File: config.mk
export PLATFORM = sky130hd
export DESIGN_NAME = bridge_gate_ctrl
export DESIGN_NICKNAME = d
export VERILOG_FILES = /design/src/rtl/bgc_pkg.sv /design/src/rtl/bgc_decode.sv /design/src/rtl/bgc_deadtime.sv /design/src/rtl/bridge_gate_ctrl.sv
export SDC_FILE = /design/constraint.sdc
export NUM_CORES = 1
export LEC_CHECK = 0
export BUFFER_PORTS_ARGS = -buffer_cell sky130_fd_sc_hd__buf_2
export CORE_MARGIN = 4
export CORE_UTILIZATION = 45
export DETAILED_ROUTE_END_ITERATION = 10
export SLEW_MARGIN = 0
export SYNTH_ARGS = -nofsm -noshare
export SYNTH_HDL_FRONTEND = slang
export SYNTH_SLANG_ARGS = --single-unit
File: constraint.sdc
create_clock -name clk -period 2.2 [get_ports clk]
set_clock_uncertainty 0.2 [all_clocks]
set_input_delay 0 -clock clk [delete_from_list [all_inputs] [get_ports clk]]
set_output_delay 0 -clock clk [all_outputs]
set_load 0.05 [all_outputs]
File: src/rtl/bgc_pkg.sv
package bgc_pkg;

   localparam int unsigned NUM_LEGS = 2;
   localparam int unsigned LEG_A    = 0;
   localparam int unsigned LEG_B    = 1;

   typedef struct packed {
      logic top;
      logic bot;
   } leg_req_t;

endpackage

File: src/rtl/bgc_decode.sv
module bgc_decode
   import bgc_pkg::*;
(
   input  logic                      mode_hb,
   input  logic                      dir_ina,
   input  logic                      pwm_enb,
   input  logic                      en_ena,
   input  logic                      slow_dec,
   input  logic                      brake,
   input  logic                      uv_flag,
   input  logic                      oc_a,
   input  logic                      oc_b,
   output leg_req_t [NUM_LEGS-1:0]   req
);

   logic [NUM_LEGS-1:0] leg_en;
   logic [NUM_LEGS-1:0] leg_lvl;
   logic [NUM_LEGS-1:0] leg_oc;
   logic                hb_kill;
   logic                diag_top;

   assign leg_en[LEG_A]  = en_ena;
   assign leg_en[LEG_B]  = pwm_enb;
   assign leg_lvl[LEG_A] = dir_ina;
   assign leg_lvl[LEG_B] = slow_dec;
   assign leg_oc[LEG_A]  = oc_a;
   assign leg_oc[LEG_B]  = oc_b;

   // Priority in full-bridge mode: undervoltage, enable, overcurrent, brake
   assign hb_kill  = uv_flag | ~en_ena | oc_a | oc_b;
   // In slow decay the top of the active diagonal is held on
   assign diag_top = slow_dec | pwm_enb;

   always_comb begin
      req = '0;
      if (mode_hb) begin
         if (hb_kill) begin
            req = '0;
         end else if (brake) begin
            req[LEG_A].bot = 1'b1;
            req[LEG_B].bot = 1'b1;
         end else if (dir_ina) begin
            req[LEG_A].top = diag_top;
            req[LEG_B].bot = pwm_enb;
         end else begin
            req[LEG_B].top = diag_top;
            req[LEG_A].bot = pwm_enb;
         end
      end else begin
         for (int h = 0; h < NUM_LEGS; h++) begin
            if (!uv_flag && leg_en[h] && !leg_oc[h]) begin
               req[h].top = leg_lvl[h];
               req[h].bot = ~leg_lvl[h];
            end
         end
      end
   end

endmodule

File: src/rtl/bgc_deadtime.sv
module bgc_deadtime
   import bgc_pkg::*;
#(
   parameter int unsigned DEAD_CYC = 63
) (
   input  logic     clk,
   input  logic     rst_n,
   input  leg_req_t req,
   output logic     top_q,
   output logic     bot_q
);

   localparam int unsigned CW = $clog2(DEAD_CYC + 2);
   localparam logic [CW-1:0] DT_MAX = CW'(DEAD_CYC);

   generate
      if (DEAD_CYC < 1) begin : g_bad_dt
         $error("bgc_deadtime: DEAD_CYC must be at least 1");
      end
   endgenerate

   logic [CW-1:0] top_off_cnt;
   logic [CW-1:0] bot_off_cnt;
   logic          top_ok;
   logic          bot_ok;

   assign top_ok = (bot_off_cnt == DT_MAX) && !bot_q;
   assign bot_ok = (top_off_cnt == DT_MAX) && !top_q;

   always_ff @(posedge clk or negedge rst_n) begin
      if (!rst_n) begin
         top_q       <= 1'b0;
         bot_q       <= 1'b0;
         top_off_cnt <= '0;
         bot_off_cnt <= '0;
      end else begin
         top_q <= req.top && top_ok;
         bot_q <= req.bot && bot_ok;
         if (top_q)                    top_off_cnt <= '0;
         else if (top_off_cnt != DT_MAX) top_off_cnt <= top_off_cnt + 1'b1;
         if (bot_q)                    bot_off_cnt <= '0;
         else if (bot_off_cnt != DT_MAX) bot_off_cnt <= bot_off_cnt + 1'b1;
      end
   end

   // Independent watch counters for the dead-time property
   logic [CW:0] w_top_low;
   logic [CW:0] w_bot_low;
   localparam logic [CW:0] W_SAT = (CW+1)'(DEAD_CYC + 1);

   always_ff @(posedge clk or negedge rst_n) begin
      if (!rst_n) begin
         w_top_low <= '0;
         w_bot_low <= '0;
      end else begin
         w_top_low <= top_q ? '0 : ((w_top_low == W_SAT) ? W_SAT : w_top_low + 1'b1);
         w_bot_low <= bot_q ? '0 : ((w_bot_low == W_SAT) ? W_SAT : w_bot_low + 1'b1);
      end
   end

   p_no_shoot_r11: assert property (@(posedge clk) disable iff (!rst_n)
      !(top_q && bot_q));

   p_gap_bot_r12: assert property (@(posedge clk) disable iff (!rst_n)
      $rose(bot_q) |-> (w_top_low >= (CW+1)'(DEAD_CYC)));

   p_gap_top_r12: assert property (@(posedge clk) disable iff (!rst_n)
      $rose(top_q) |-> (w_bot_low >= (CW+1)'(DEAD_CYC)));

endmodule

File: src/rtl/bridge_gate_ctrl.sv
module bridge_gate_ctrl
   import bgc_pkg::*;
#(
   parameter int unsigned DEAD_CYC = 63
) (
   input  logic clk,
   input  logic rst_n,
   input  logic mode_hb,
   input  logic dir_ina,
   input  logic pwm_enb,
   input  logic en_ena,
   input  logic slow_dec,
   input  logic brake,
   input  logic uv_flag,
   input  logic oc_a,
   input  logic oc_b,
   output logic gate_top_a,
   output logic gate_bot_a,
   output logic gate_top_b,
   output logic gate_bot_b
);

   leg_req_t [NUM_LEGS-1:0] req;
   logic     [NUM_LEGS-1:0] top_q;
   logic     [NUM_LEGS-1:0] bot_q;

   bgc_decode u_decode (
      .mode_hb  (mode_hb),
      .dir_ina  (dir_ina),
      .pwm_enb  (pwm_enb),
      .en_ena   (en_ena),
      .slow_dec (slow_dec),
      .brake    (brake),
      .uv_flag  (uv_flag),
      .oc_a     (oc_a),
      .oc_b     (oc_b),
      .req      (req)
   );

   generate
      for (genvar h = 0; h < NUM_LEGS; h++) begin : g_leg
         bgc_deadtime #(.DEAD_CYC(DEAD_CYC)) u_dt (
            .clk   (clk),
            .rst_n (rst_n),
            .req   (req[h]),
            .top_q (top_q[h]),
            .bot_q (bot_q[h])
         );
      end
   endgenerate

   assign gate_top_a = top_q[LEG_A];
   assign gate_bot_a = bot_q[LEG_A];
   assign gate_top_b = top_q[LEG_B];
   assign gate_bot_b = bot_q[LEG_B];

   logic any_gate;
   assign any_gate = gate_top_a | gate_bot_a | gate_top_b | gate_bot_b;

   p_uv_off_r9: assert property (@(posedge clk) disable iff (!rst_n)
      uv_flag |=> !any_gate);

   p_en_off_r6: assert property (@(posedge clk) disable iff (!rst_n)
      (mode_hb && !en_ena) |=> !any_gate);

   p_hb_oc_off_r10: assert property (@(posedge clk) disable iff (!rst_n)
      (mode_hb && (oc_a || oc_b)) |=> !any_gate);

   p_leg_oc_a_r10: assert property (@(posedge clk) disable iff (!rst_n)
      (!mode_hb && oc_a) |=> !(gate_top_a || gate_bot_a));

   p_leg_oc_b_r10: assert property (@(posedge clk) disable iff (!rst_n)
      (!mode_hb && oc_b) |=> !(gate_top_b || gate_bot_b));

   p_brake_tops_r5: assert property (@(posedge clk) disable iff (!rst_n)
      (mode_hb && brake) |=> !(gate_top_a || gate_top_b));

endmodule

**Word-level counts from Yosys, hierarchy flattened**

Index checks and enable logic that the tools add are counted.

- Logic and storage cells: 69
- Flip-flop bits (word level): 32

- Reductions and logical operators: 23
- Bitwise logic cells: 7
- $add $sub $neg: 4
- Equal/unequal tests: 8
- Mux-type cells: 19

Operators with widths:

| operator | count |
|---|---|
| 2-to-1 mux 7 bit | 8 |
| adder 7 x 1 -> 7 bit, second input constant | 4 |
| equality test 7 x 6 -> 1 bit, second input constant | 4 |
| inequality test 7 x 6 -> 1 bit, second input constant | 4 |
| logical AND 1 bit | 12 |
| 2-to-1 mux 4 bit | 2 |
| nonzero test 2 bit | 4 |
| logical NOT 1 bit | 7 |
| 2-to-1 mux 1 bit | 6 |
| 2-to-1 mux 2 bit | 3 |
| bitwise OR 1 bit | 4 |
| inverter 1 bit | 3 |

**Longest topological paths before layout**

- Depth after elaboration: 7
- Mapped depth: 4
- Gate-level depth less buffers: 4

**Hierarchy**

Synthesis repeated with hierarchy kept, for this count alone.

- Cell total of the unflattened synthesis: 151
- Area total of the unflattened synthesis: 1634.1 sq um

Modules (own cells, without submodules):

| module | sequential area each (sq um) | instances | cells an instance | area an instance (sq um) |
|---|---|---|---|---|
| bgc_deadtime | 400.4 | 2 | 68 | 768.2 |
| bgc_decode | 0.0 | 1 | 15 | 97.6 |

**Worst setup path before layout**

Ideal clock, no wire load.

- Path kind: flip-flop to flip-flop
- From: register g_leg[1].u_dt.top_off_cnt[0]
- To: register g_leg[1].u_dt.top_off_cnt[2]
- Clock period less this slack: 1.543 ns
- Stages on the path, launching flop included: 5
- Path slack: 0.657 ns
- Arrival: 1.261 ns
- Path buffers: 0
- Required time: 1.918 ns
- Path through: dfrtp_1 > ha_1 > nand3_1 > or2_2 > a31oi_1

- Word-level cells in the longest chain between the ends: 3

Ends and longest elaborated chain:

| what | RTL line | RTL |
|---|---|---|
| from (decl) | bgc_deadtime.sv:22 | `logic [CW-1:0] top_off_cnt;` |
| from (signal assigned) | bgc_deadtime.sv:40 | `else if (top_off_cnt != DT_MAX) top_off_cnt <= top_off_cnt + 1'b1;` |
| adder 7 x 1 -> 7 bit | bgc_deadtime.sv:40 |  |
| 2-to-1 mux 7 bit | bgc_deadtime.sv:40 |  |
| 2-to-1 mux 7 bit | bgc_deadtime.sv:39 | `if (top_q) top_off_cnt <= '0;` |

Several ways; a longest one is shown, not always the timed one. The select of a mux whose other input is x is not followed.
A chain may end at the register's enable or synchronous reset.

**Worst setup path after layout**

- From: input port slow_dec
- To: register g_leg[0].u_dt.top_q

- Word-level cells in the longest chain between the ends: 6

Ends and longest elaborated chain:

| what | RTL line | RTL |
|---|---|---|
| from (decl) | bridge_gate_ctrl.sv:12 | `input logic slow_dec,` |
| bitwise OR 1 bit | bgc_decode.sv:32 | `assign diag_top = slow_dec \| pwm_enb;` |
| 2-to-1 mux 2 bit | bgc_decode.sv:42 | `end else if (dir_ina) begin` |
| 2-to-1 mux 1 bit | bgc_decode.sv:39 | `end else if (brake) begin` |
| 2-to-1 mux 4 bit | bgc_decode.sv:37 | `if (hb_kill) begin` |
| 2-to-1 mux 4 bit | bgc_decode.sv:36 | `if (mode_hb) begin` |
| logical AND 1 bit | bgc_deadtime.sv:37 | `top_q <= req.top && top_ok;` |
| to (signal assigned) | bgc_deadtime.sv:37 |  |
| to (decl) | bgc_deadtime.sv:9 | `output logic top_q,` |

Every way passes these cells.

==> flow_summary.toml <==
[drt]
drt-total-wl_mm = 3.23
drc = 0
vias_per_cell = 5.74
num_vias = 1349
wl_met1_mm = 1.43
firstDrtPassIters = 4
ant_nets = 0
dr_wl_met3_um = 125
drt-initial-drc-count = 84
highest_layer = "met4"
wl_per_cell_um = 13.7
wl_met2_mm = 1.62

[pwr]
powerDensity_nw_per_um2 = 1200
leakage_uw = 0.000792
peakVddDrop_mv = 0.538

[cts]
clock-root-buffer = "clkbuf_4"
h-tree-depth = 2
clk_latency_ps = 330
cts_setup_buffers = 0
cts.path.max_buffers = 2
numCtsBuffers = 5
path_clk_slew_ps = 100
clkSinkCount = 32
cts_tree = "built"

[sta]
worst_hold_slack_ps = 38.6
setup_violations = 0
hold_viol = 0
worstMarginPinSlew_ps = 712
fin_setup_tns_ps = 0
slew_viol_final = 0
finalCritPeriodShare_pct = 97.0
slew_headroom_pct = 52.5
rsz0062_at_grt = "false"
fin_crit_ps = 2130
fmaxAchievable_mhz = 469

[layout]
nNetsFinal = 203
area_growth_pct = 18.9
antennaDiodeCount = 0
post-route-util_pct = 56.6
drive_above_1_share_pct = 15.9
layout_commonest_cell = "dfrtp_1"
most-common-layout-cells = "32 x dfrtp_1, 14 x buf_2, 13 x a31oi_1"

[critical_path]
worst-r2r-cell-count = 5
critPathKind = "input pin to flip-flop"
critPathMaxFanout = 3
cp.required_ps = 2230
end_kind = "flip-flop"
arrival_ps = 2160
start_kind = "input pin"

[yosys]
synth.avg_cell_area_sq_um = 10.1
synth_cell_type_count = 38
async_flop_share_pct = 100
synth_edf_count = 0
synth-main-ff-cell = "dfrtp_1"
syn_inst = 160
ys_seq_area_share_pct = 49.7
yosys_warnings = 0
netlist_area_sq_um = 1610
syn_nets = 175
ys_ff_latch = 32

[status]
status = "completed"

[placed_design]
portBuffers = 14
gp_congestion = 0.823
place_hpwl_mm = 2.24

[grt]
grt_pass1_wl_mm = 5.75
antenna_found_initial = 0
grt_pass1_vias = 1311
grt-ovfl-total = 0
grt_start_max_net_pins = 33
grtUsageTotal_pct = 16.7

[die]
die_y_um = 67.9
row_count = 21
die_w_um = 67.9
ios = 15
core_sq_um = 3390
die_area_sq_um = 4610
initial_core_util_pct = 47.6

[flow_run]
cap_viol_max_count = 0

[hold_path]
hold_path.class = "input pin to asynchronous set/reset pin"
[report_power, final]
part	internal [uW]	switching (uW)	leakage, uW	total (uW)
registers	823	248	0.000381	1070
logic	396	478	0.000373	874
clock network	152	202	0.0000380	354
total	1370	927	0.000792	2300
[stage by stage]
| step | cells | power [uW] | setup WS (ps) | cell area (sq um) |
|---|---|---|---|---|
| 6_report | 235 | 2300 | 67.0 | 1920 |
| 5_1_grt | 235 | 2520 | 30.7 | 1920 |
| 4_1_cts | 236 | 2310 | 52.1 | 1910 |
| 3_5_place_dp | 215 | 1930 | 521 | 1720 |
| 3_3_place_gp | 215 | 1870 | 592 | 1720 |
| 2_1_floorplan | 160 | 1710 | 657 | 1610 |
[kinds of logic after synthesis]
| family | count (synthesis) | synth area share (%) |
|---|---|---|
| simple gates | 60 | 22.3 |
| compound gates | 49 | 20.4 |
| flops | 32 | 49.7 |
| buf+inv | 12 | 2.79 |
| fa+ha+maj | 4 | 3.10 |
| xor+xnor | 2 | 1.09 |
| mux | 1 | 0.621 |
[registers in the layout (all words and copies together), names as in the netlist]
name	count
g_leg.u_dt.top_q	2
g_leg.u_dt.bot_off_cnt	14
g_leg.u_dt.bot_q	2
g_leg.u_dt.top_off_cnt	14
[Yosys cell counts, drive strengths merged (5+ instances only)]
| cell type | count | area (sq um) |
|---|---|---|
| nor3 | 12 | 65.1 |
| o21bai | 8 | 60.1 |
| nor2 | 5 | 18.8 |
| inv | 7 | 26.3 |
| o21ai | 6 | 30.0 |
| dfrtp | 32 | 801 |
| a21oi | 9 | 45.0 |
| and3 | 6 | 37.5 |
| nand3 | 7 | 35.0 |
| a31oi | 13 | 81.3 |
[worst paths after layout]
| check | from | to | slack [ps] |
|---|---|---|---|
| min | rst_n | g_leg[1].u_dt.bot_off_cnt[3]$_DFFE_PN0P_ | 40 |
| min in group clk | g_leg[0].u_dt.top_off_cnt[6]$_DFFE_PN0P_ | g_leg[0].u_dt.top_off_cnt[6]$_DFFE_PN0P_ | 320 |
| max | slow_dec | g_leg[0].u_dt.top_q$_DFF_PN0_ | 70 |
| max reg2reg | g_leg[1].u_dt.bot_off_cnt[0]$_DFFE_PN0P_ | g_leg[1].u_dt.top_q$_DFF_PN0_ | 190 |
| max in group asynchronous | rst_n | g_leg[0].u_dt.bot_off_cnt[0]$_DFFE_PN0P_ | 1290 |
| min reg2reg | g_leg[0].u_dt.top_off_cnt[6]$_DFFE_PN0P_ | g_leg[0].u_dt.top_off_cnt[6]$_DFFE_PN0P_ | 320 |
[routing by layer]
metal	up-vias	GRT usage (%)
met2	30	27.8
met1	650	19.8
li1	664	-
met5	-	0
met3	5	3.94
met4	0	8.93
[worst max-delay path, stage by stage]
cell and delay, ps:
dlygate4sd3_1 530, buf_2 140, o21bai_2 170, o21ai_1 80
dlygate4sd3_1 550, and3_1 160, dlygate4sd3_1 540
[cell type report]
type	instances	area, sq um
Inverter	7	26.3
Fill cell	300	1470
Timing Repair Buffer	26	190
Clock buffer	6	51.3
Sequential cell	32	801
Tap cell	46	57.6
Clock inverter	2	10.0
Multi-Input combinational cell	116	782
[repair_timing]
action / in CTS / in global routing
resized for setup: 0 / 4
hold buffers: 13 / 0
endpoints found under the hold margin: 36 / 0
endpoints found under the setup margin: 0 / 2
Power figures use the tool's default switching activity.
